===== src/rtl/dvx_route_pkg.sv =====
package dvx_route_pkg;

  // Route given to the packet held in the slot register.
  typedef enum logic [1:0] {
    DIR_NONE = 2'd0,
    DIR_FWD  = 2'd1,
    DIR_DOWN = 2'd2
  } dir_e;

endpackage


===== src/rtl/dvx_rst_sync.sv =====
module dvx_rst_sync #(
  parameter int STAGES = 2
) (
  input  logic clk,
  input  logic arst_n,
  output logic srst_n
);

  logic [STAGES-1:0] chain_q;
  logic [STAGES-1:0] chain_d;

  always_comb begin
    chain_d = {chain_q[STAGES-2:0], 1'b1};
  end

  always_ff @(posedge clk or negedge arst_n) begin
    if (!arst_n) begin
      chain_q <= '0;
    end else begin
      chain_q <= chain_d;
    end
  end

  assign srst_n = chain_q[STAGES-1];

endmodule


===== src/rtl/dvx_arrival_sel.sv =====
module dvx_arrival_sel #(
  parameter int ADDR_W = 4,
  parameter int DATA_W = 16
) (
  input  logic              same_vld,
  input  logic [ADDR_W-1:0] same_addr,
  input  logic [DATA_W-1:0] same_data,
  input  logic              outer_vld,
  input  logic [ADDR_W-1:0] outer_addr,
  input  logic [DATA_W-1:0] outer_data,
  output logic              arr_vld,
  output logic [ADDR_W-1:0] arr_addr,
  output logic [DATA_W-1:0] arr_data
);

  // Same-ring traffic wins; the reservation scheme keeps both from
  // arriving together, so this order only matters for illegal input.
  always_comb begin
    arr_vld  = 1'b0;
    arr_addr = '0;
    arr_data = '0;
    if (same_vld) begin
      arr_vld  = 1'b1;
      arr_addr = same_addr;
      arr_data = same_data;
    end else if (outer_vld) begin
      arr_vld  = 1'b1;
      arr_addr = outer_addr;
      arr_data = outer_data;
    end
  end

endmodule


===== src/rtl/dvx_route_dec.sv =====
module dvx_route_dec
  import dvx_route_pkg::*;
#(
  parameter int ADDR_W = 4,
  parameter int LEVEL  = 2
) (
  input  logic              arr_vld,
  input  logic [ADDR_W-1:0] arr_addr,
  input  logic [ADDR_W-1:0] my_height,
  input  logic              blk_in,
  output dir_e              dir_o,
  output logic              blk_out
);

  logic bit_hit;

  always_comb begin
    bit_hit = (arr_addr[LEVEL] == my_height[LEVEL]);
    if (!arr_vld) begin
      dir_o = DIR_NONE;
    end else if (bit_hit && !blk_in) begin
      dir_o = DIR_DOWN;
    end else begin
      dir_o = DIR_FWD;
    end
  end

  // A packet staying on this ring reserves the downstream node against
  // the outer competitor for the same landing slot.
  assign blk_out = (dir_o == DIR_FWD);

endmodule


===== src/rtl/dvx_slot_reg.sv =====
module dvx_slot_reg
  import dvx_route_pkg::*;
#(
  parameter int ADDR_W = 4,
  parameter int DATA_W = 16
) (
  input  logic              clk,
  input  logic              srst_n,
  input  dir_e              dir_d,
  input  logic [ADDR_W-1:0] addr_d,
  input  logic [DATA_W-1:0] data_d,
  output logic              fwd_vld,
  output logic [ADDR_W-1:0] fwd_addr,
  output logic [DATA_W-1:0] fwd_data,
  output logic              down_vld,
  output logic [ADDR_W-1:0] down_addr,
  output logic [DATA_W-1:0] down_data
);

  dir_e              dir_q,  dir_n;
  logic [ADDR_W-1:0] addr_q, addr_n;
  logic [DATA_W-1:0] data_q, data_n;

  // Next state: an empty slot carries cleared fields.
  always_comb begin
    dir_n  = dir_d;
    addr_n = (dir_d == DIR_NONE) ? '0 : addr_d;
    data_n = (dir_d == DIR_NONE) ? '0 : data_d;
  end

  always_ff @(posedge clk or negedge srst_n) begin
    if (!srst_n) begin
      dir_q  <= DIR_NONE;
      addr_q <= '0;
      data_q <= '0;
    end else begin
      dir_q  <= dir_n;
      addr_q <= addr_n;
      data_q <= data_n;
    end
  end

  always_comb begin
    fwd_vld   = (dir_q == DIR_FWD);
    down_vld  = (dir_q == DIR_DOWN);
    fwd_addr  = fwd_vld  ? addr_q : '0;
    fwd_data  = fwd_vld  ? data_q : '0;
    down_addr = down_vld ? addr_q : '0;
    down_data = down_vld ? data_q : '0;
  end

  // a held packet leaves by one exit only.
  p_single_exit_r2: assert property (@(posedge clk) disable iff (!srst_n)
    !(fwd_vld && down_vld));

  // a slot register that received nothing shows nothing next slot.
  p_hold_one_slot_r9: assert property (@(posedge clk) disable iff (!srst_n)
    (dir_d == DIR_NONE) |=> (!fwd_vld && !down_vld));

endmodule


===== src/rtl/dvx_route_node.sv =====
module dvx_route_node
  import dvx_route_pkg::*;
#(
  parameter int ADDR_W = 4,
  parameter int DATA_W = 16,
  parameter int LEVEL  = 2
) (
  input  logic              clk,
  input  logic              rst_n,
  input  logic [ADDR_W-1:0] my_height,
  input  logic              same_vld,
  input  logic [ADDR_W-1:0] same_addr,
  input  logic [DATA_W-1:0] same_data,
  input  logic              outer_vld,
  input  logic [ADDR_W-1:0] outer_addr,
  input  logic [DATA_W-1:0] outer_data,
  input  logic              blk_in,
  output logic              blk_out,
  output logic              fwd_vld,
  output logic [ADDR_W-1:0] fwd_addr,
  output logic [DATA_W-1:0] fwd_data,
  output logic              down_vld,
  output logic [ADDR_W-1:0] down_addr,
  output logic [DATA_W-1:0] down_data
);

  logic              srst_n;
  logic              arr_vld;
  logic [ADDR_W-1:0] arr_addr;
  logic [DATA_W-1:0] arr_data;
  dir_e              route;

  dvx_rst_sync #(.STAGES(2)) u_rst_sync (
    .clk    (clk),
    .arst_n (rst_n),
    .srst_n (srst_n)
  );

  dvx_arrival_sel #(.ADDR_W(ADDR_W), .DATA_W(DATA_W)) u_arrival_sel (
    .same_vld   (same_vld),
    .same_addr  (same_addr),
    .same_data  (same_data),
    .outer_vld  (outer_vld),
    .outer_addr (outer_addr),
    .outer_data (outer_data),
    .arr_vld    (arr_vld),
    .arr_addr   (arr_addr),
    .arr_data   (arr_data)
  );

  dvx_route_dec #(.ADDR_W(ADDR_W), .LEVEL(LEVEL)) u_route_dec (
    .arr_vld   (arr_vld),
    .arr_addr  (arr_addr),
    .my_height (my_height),
    .blk_in    (blk_in),
    .dir_o     (route),
    .blk_out   (blk_out)
  );

  dvx_slot_reg #(.ADDR_W(ADDR_W), .DATA_W(DATA_W)) u_slot_reg (
    .clk       (clk),
    .srst_n    (srst_n),
    .dir_d     (route),
    .addr_d    (arr_addr),
    .data_d    (arr_data),
    .fwd_vld   (fwd_vld),
    .fwd_addr  (fwd_addr),
    .fwd_data  (fwd_data),
    .down_vld  (down_vld),
    .down_addr (down_addr),
    .down_data (down_data)
  );

  p_down_on_match_r3: assert property (@(posedge clk) disable iff (!srst_n)
    (arr_vld && !blk_in && (arr_addr[LEVEL] == my_height[LEVEL]))
      |=> (down_vld && (down_data == $past(arr_data))));

  p_down_bit_agrees_r3: assert property (@(posedge clk) disable iff (!srst_n)
    down_vld |-> (down_addr[LEVEL] == $past(my_height[LEVEL])));

  p_fwd_on_mismatch_r4: assert property (@(posedge clk) disable iff (!srst_n)
    (arr_vld && (arr_addr[LEVEL] != my_height[LEVEL]))
      |=> (fwd_vld && (fwd_addr == $past(arr_addr))));

  p_fwd_when_blocked_r5: assert property (@(posedge clk) disable iff (!srst_n)
    (arr_vld && blk_in) |=> fwd_vld);

  p_reserve_means_fwd_r6: assert property (@(posedge clk) disable iff (!srst_n)
    blk_out |=> fwd_vld);

  p_legal_arrival_r7: assert property (@(posedge clk) disable iff (!srst_n)
    !(same_vld && outer_vld));

  p_empty_stays_empty_r8: assert property (@(posedge clk) disable iff (!srst_n)
    (!same_vld && !outer_vld)
      |-> (!blk_out ##1 (!fwd_vld && !down_vld && fwd_data == '0 && down_data == '0)));

endmodule


===== config.mk =====
export PLATFORM = sky130hd
export DESIGN_NAME = dvx_route_node
export DESIGN_NICKNAME = d
export VERILOG_FILES = /design/src/rtl/dvx_route_pkg.sv /design/src/rtl/dvx_rst_sync.sv /design/src/rtl/dvx_arrival_sel.sv /design/src/rtl/dvx_route_dec.sv /design/src/rtl/dvx_slot_reg.sv /design/src/rtl/dvx_route_node.sv
export SDC_FILE = /design/constraint.sdc
export NUM_CORES = 1
export LEC_CHECK = 0
export BUFFER_PORTS_ARGS = -buffer_cell sky130_fd_sc_hd__buf_2
export CAP_MARGIN = 20
export CORE_UTILIZATION = 41
export DETAILED_ROUTE_END_ITERATION = 8
export GPL_TIMING_DRIVEN = 0
export MAX_ROUTING_LAYER = met4
export PLACE_DENSITY = 0.93
export SETUP_SLACK_MARGIN = 0.3
export SYNTH_ARGS = -nofsm -noshare
export SYNTH_HDL_FRONTEND = slang
export SYNTH_SLANG_ARGS = --single-unit

===== constraint.sdc =====
create_clock -name clk -period 2.2 [get_ports clk]
set_clock_uncertainty 0.1 [all_clocks]
set_input_delay 0.11 -clock clk [delete_from_list [all_inputs] [get_ports clk]]
set_output_delay 0.11 -clock clk [all_outputs]
set_load 0.02 [all_outputs]

# == Yosys cells after proc, flatten, opt, wreduce, memory -nomap -nowiden ==
# Cells that the tools add are included.
# Widths: inputs -> output; s select.
# totals
ff_bits,24
in_bits,49
out_inout_bits,43
word_cells,25
# op_classes
n_eq_ne,4
n_mux,14
reduce_logical,3
# op_table
cell,n
$mux 16,5
$mux 4,5
$eq 2x1->1 const B,2
$mux 2,2
$eq 2x2->1 const B,1
$logic_not 2->1,1
$mux 1,2
$eq 1x1->1,1
$logic_and 1x1->1,1
$logic_not 1->1,1

# == Depth between registers and ports, before layout ==
# logic_depth
depth_word,8
ltp_mapped,5

# == By module ==
# A second synthesis with hierarchy kept.
# hier_totals
cells_unflattened,133
hier_area_um2,1437.6
# by_module_without_submodules
module,instances,cells_each,area_each_um2
dvx_slot_reg,1,96,1123.6
dvx_arrival_sel,1,30,224.0
dvx_rst_sync,1,3,53.8
dvx_route_dec,1,4,36.3

# == Least setup slack after synthesis ==
# Ideal clock, no wire load.
# synth_path
path_type,reg-to-output
from,reg u_slot_reg.dir_q[0]
to,out down_addr[0]
arrival_ns,0.973
required_time_ns,1.990
path_slack_ns,1.017
stages_incl_launch_ff,4
path_buffers,1
path_cell_list,dfrtp_1 nor2b_1 buf_2 and2_1
# synth_between
elab_chain_cells,2
# synth_lines
element,line,source
from (decl),dvx_slot_reg.sv:20,"dir_e dir_q, dir_n;"
from (signal assigned),dvx_slot_reg.sv:37,dir_q <= dir_n;
$eq 2x2->1,dvx_slot_reg.sv:45,down_vld = (dir_q == DIR_DOWN);
net down_vld,dvx_route_node.sv:22,"output logic down_vld,"
$mux 4,dvx_slot_reg.sv:48,down_addr = down_vld ? addr_q : '0;
to (decl),dvx_route_node.sv:23,"output logic [ADDR_W-1:0] down_addr,"
# The timed path passes the listed nets, and every way through them passes these cells.

# == Worst setup path after layout ==
# layout_path
from,in outer_addr[2]
to,reg u_slot_reg.dir_q[1]
# layout_between
elab_chain_cells,6
# layout_lines
element,line,source
from (decl),dvx_route_node.sv:15,"input logic [ADDR_W-1:0] outer_addr,"
$mux 4,dvx_arrival_sel.sv:26,end else if (outer_vld) begin
$mux 4,dvx_arrival_sel.sv:22,if (same_vld) begin
$eq 1x1->1,dvx_route_dec.sv:18,bit_hit = (arr_addr[LEVEL] == my_height[LEVEL]);
$logic_and 1x1->1,dvx_route_dec.sv:21,end else if (bit_hit && !blk_in) begin
$mux 2,dvx_route_dec.sv:21,
$mux 2,dvx_route_dec.sv:19,if (!arr_vld) begin
net route[1],dvx_route_node.sv:31,dir_e route;
# The timed path passes the listed nets, and every way through them passes these cells.

==> impl_results.md <==
* Grt ovf at 0
* Initial Utilization at 0.451
* Netlist cell types at 17
* Antenna diodes at 0
* Fillers at about 150
* Final setup margin at 393 ps
* Insertion delay to the later sink of the worst-skew pair at 300 ps
* Worst hold margin at -9.16 ps
* Cell Area, Synth at 1160 um2
* Synth Area in Simple Gates at 0.255
* Root buffer cell: clkbuf_4
* Worst R2R Start: u_rst_sync.chain_q[1]
* Die Ht at 55.1 um
* Vias at 1330
* Largest net degree at the start of global routing at 23
* Max_slew headroom at 0.428
* Setup TNS at 0 ps
* Worst Path Required at 2360 ps
* RD Place Congestion at 0.753
* Max-slew violation count at 0
* Crit path buffers/inverters at 3
* CTS buffer count at 3
* CP delay by family, top: buffers and inverters
* Adder-Cell Fraction of Synth Area at 0
* Setup WS pre-CTS at 793 ps
* Post-layout nets at between 200 and 300
* Max-capacitance violation count at 0
* Non-Filler Instances at 271
* Drt pass-1 iters at 4
* CTS tree: yes
* Area growth, synth to finish at 82.3%
* Critical path endpoint category: flop
* Top cell type's share of synthesized area at 0.519
* Total Routing Usage GR at 0.326
* Post-DP HPWL at 2.38 mm
* IO Count at 92
* Critical path startpoint category: input pin
* Input/output buffers at 87
* Vias/cell at just under 5
* # rows at 18
* Placed Cells at 223
* Async SR Flop Fraction at 1.00
* Die ar. at 3040 um2
* DRT iter0 DRCs at 14
* Vias in the first global route at 1282
* Post-synthesis mux area share at 0
* Internal reg-to-reg setup slack at 1210 ps
* Area of the core at 2570 um2
* DR DRC count at 0
* Worst-path clk slew at 130 ps
* Synth Instances at 106
* Final Setup Violations at 0
* Post-synth top cells: and2_1 (40), dfrtp_1 (24), a22o_1 (19)
* HP Class: in2async
* Post-Route WL at 4.27 mm
* Peak VDD IR at 0.402 mV
* Crit path max-delay cell type: dlygate4sd3_1
* Failing checks: negative hold slack
* Die width at 55.1 um
* Peak Freq at 553 MHz
* Status: finished with violations
* Kind of critical path: in2reg
* Register area at about 600 um2
* Crit path DAT at 1970 ps
* Cell taking the most area after synthesis: dfrtp_1
* XOR/XNOR share of the synthesized area at 0.0151
* Post-layout min period at 1810 ps
* Initial antenna violation count at 0
* Combinational family with the most area after synthesis: simple AND/OR/NAND/NOR gates
* CP Cell Sequence: dlygate4sd3_1 -> buf_2 -> xor2_1 -> or3b_1 -> a21oi_1 -> dlygate4sd3_1
* First-pass GRT wire length at 6.33 mm
* Fraction of layout cells with a size suffix above 1 at 0.415
* Syn avg cell area at 10.9 um2
* Final Util at 0.822
* CP dominant cell by count: dlygate4sd3_1
* Final Hold Fails at 2
* Compound-cell area share of the yosys netlist at 0.162
* Multi-input gate area at 504 um2
* Count leader, synth: and2_1
* Power density cells at 500 nW/um2
* EDFF count, synth at 0
* Slowest stage delay, CP at 550 ps
* Worst-path fanout max at 2
* Synthesized flop and latch total at 24
* Sequential share of the synthesized area at 0.519
* CP startpoint: outer_addr[2]
* H-tree depth at 1
* Yosys warning total at 0
* CTS sink cnt at 24
* Routed Antenna Nets at 0
* Net Count, Synth at 155
* Post-route clock period utilization at 0.821
* RSZ-0062 raised after global routing: false
* Design Power at between 1 and 1.5 mW
* Top post-synthesis cells by area: dfrtp_1 (52%), and2_1 (22%), a22o_1 (14%)
* Top FF cell, synth: dfrtp_1
* Least-Margin Pin Slew at 858 ps
* Clk buf depth at 2
* Leak at 1.17 nW
* Routed len/inst at about 16 um
* Setup bufs post-CTS at 0
==> layout make-up <==
type	count	share of cell area
well taps	30	0.0178
multi-input cells	73	0.239
flip-flops and latches	24	0.285
repair buffers	131	0.415
clock buffers	4	0.0172
plain buffers	9	0.0261
==> cells by family after synthesis <==
logic type      count (synthesis)
simple gates                   48
flops                          24
compound gates                 22
buf+inv                         9
xor+xnor                        2
other cells                     1
==> through the flow <==
step / hold slack (ps) / area [um2]
detailed placement: -204 / 1630
global placement: -205 / 1630
CTS: 3.21 / 2100
floorplan: -286 / 1160
finish: -9.16 / 2110
global route: 8.66 / 2110
==> where the power goes <==
group          internal [mW]  leakage [nW]  switching [mW]
Clock                  0.101        0.0210           0.130
Combinational          0.173         0.857           0.155
Sequential             0.473         0.297          0.0235
Total                  0.746          1.17           0.309
==> layout by cell type (no fill, tap or decap) <==
cell	synthesis	layout
a21oi_1	1	1
a22o_1	19	19
and2_1	40	40
buf_2	3	90
buf_4	2	2
buf_6	1	1
clkbuf_1	3	1
clkbuf_2	0	2
clkbuf_4	0	3
clkbuf_8	0	1
conb_1	1	1
dfrtp_1	24	24
dlygate4sd3_1	0	44
nand2_1	3	3
nor2b_1	3	3
o21ai_0	1	1
o221a_2	1	1
or3_1	1	1
or3b_1	1	1
xnor2_1	1	1
xor2_1	1	1
==> flip-flops by register name, indices dropped and copies added, names as in the netlist <==
register	flops
u_slot_reg.addr_q	4
u_rst_sync.chain_q	2
u_slot_reg.data_q	16
u_slot_reg.dir_q	2
==> worst paths after layout <==
path,end,depth (start not counted)
max reg2reg,u_slot_reg.data_q[8],0
min reg2reg,u_slot_reg.data_q[13],0
max in group asynchronous,u_slot_reg.data_q[8],0
min in group clk,u_slot_reg.dir_q[0],2
min,u_rst_sync.chain_q[0],2
max,u_slot_reg.dir_q[1],6
==> layer usage <==
layer / global-route usage / up-vias / routed length (um)
li1: - / 622 / -
met2: 0.556 / 54 / 2300
met5: - / - / 0
met3: 0.0519 / 12 / 191
met4: 0.179 / 0 / 125
met1: 0.363 / 642 / 1660
==> repair_timing <==
action / CTS / global route
endpoints found under the setup margin: 0 / 20
hold buffers: 43 / 1
resized for setup: 0 / 4
endpoints found under the hold margin: 23 / 1
No activity file was read; power rests on OpenSTA's default activity.
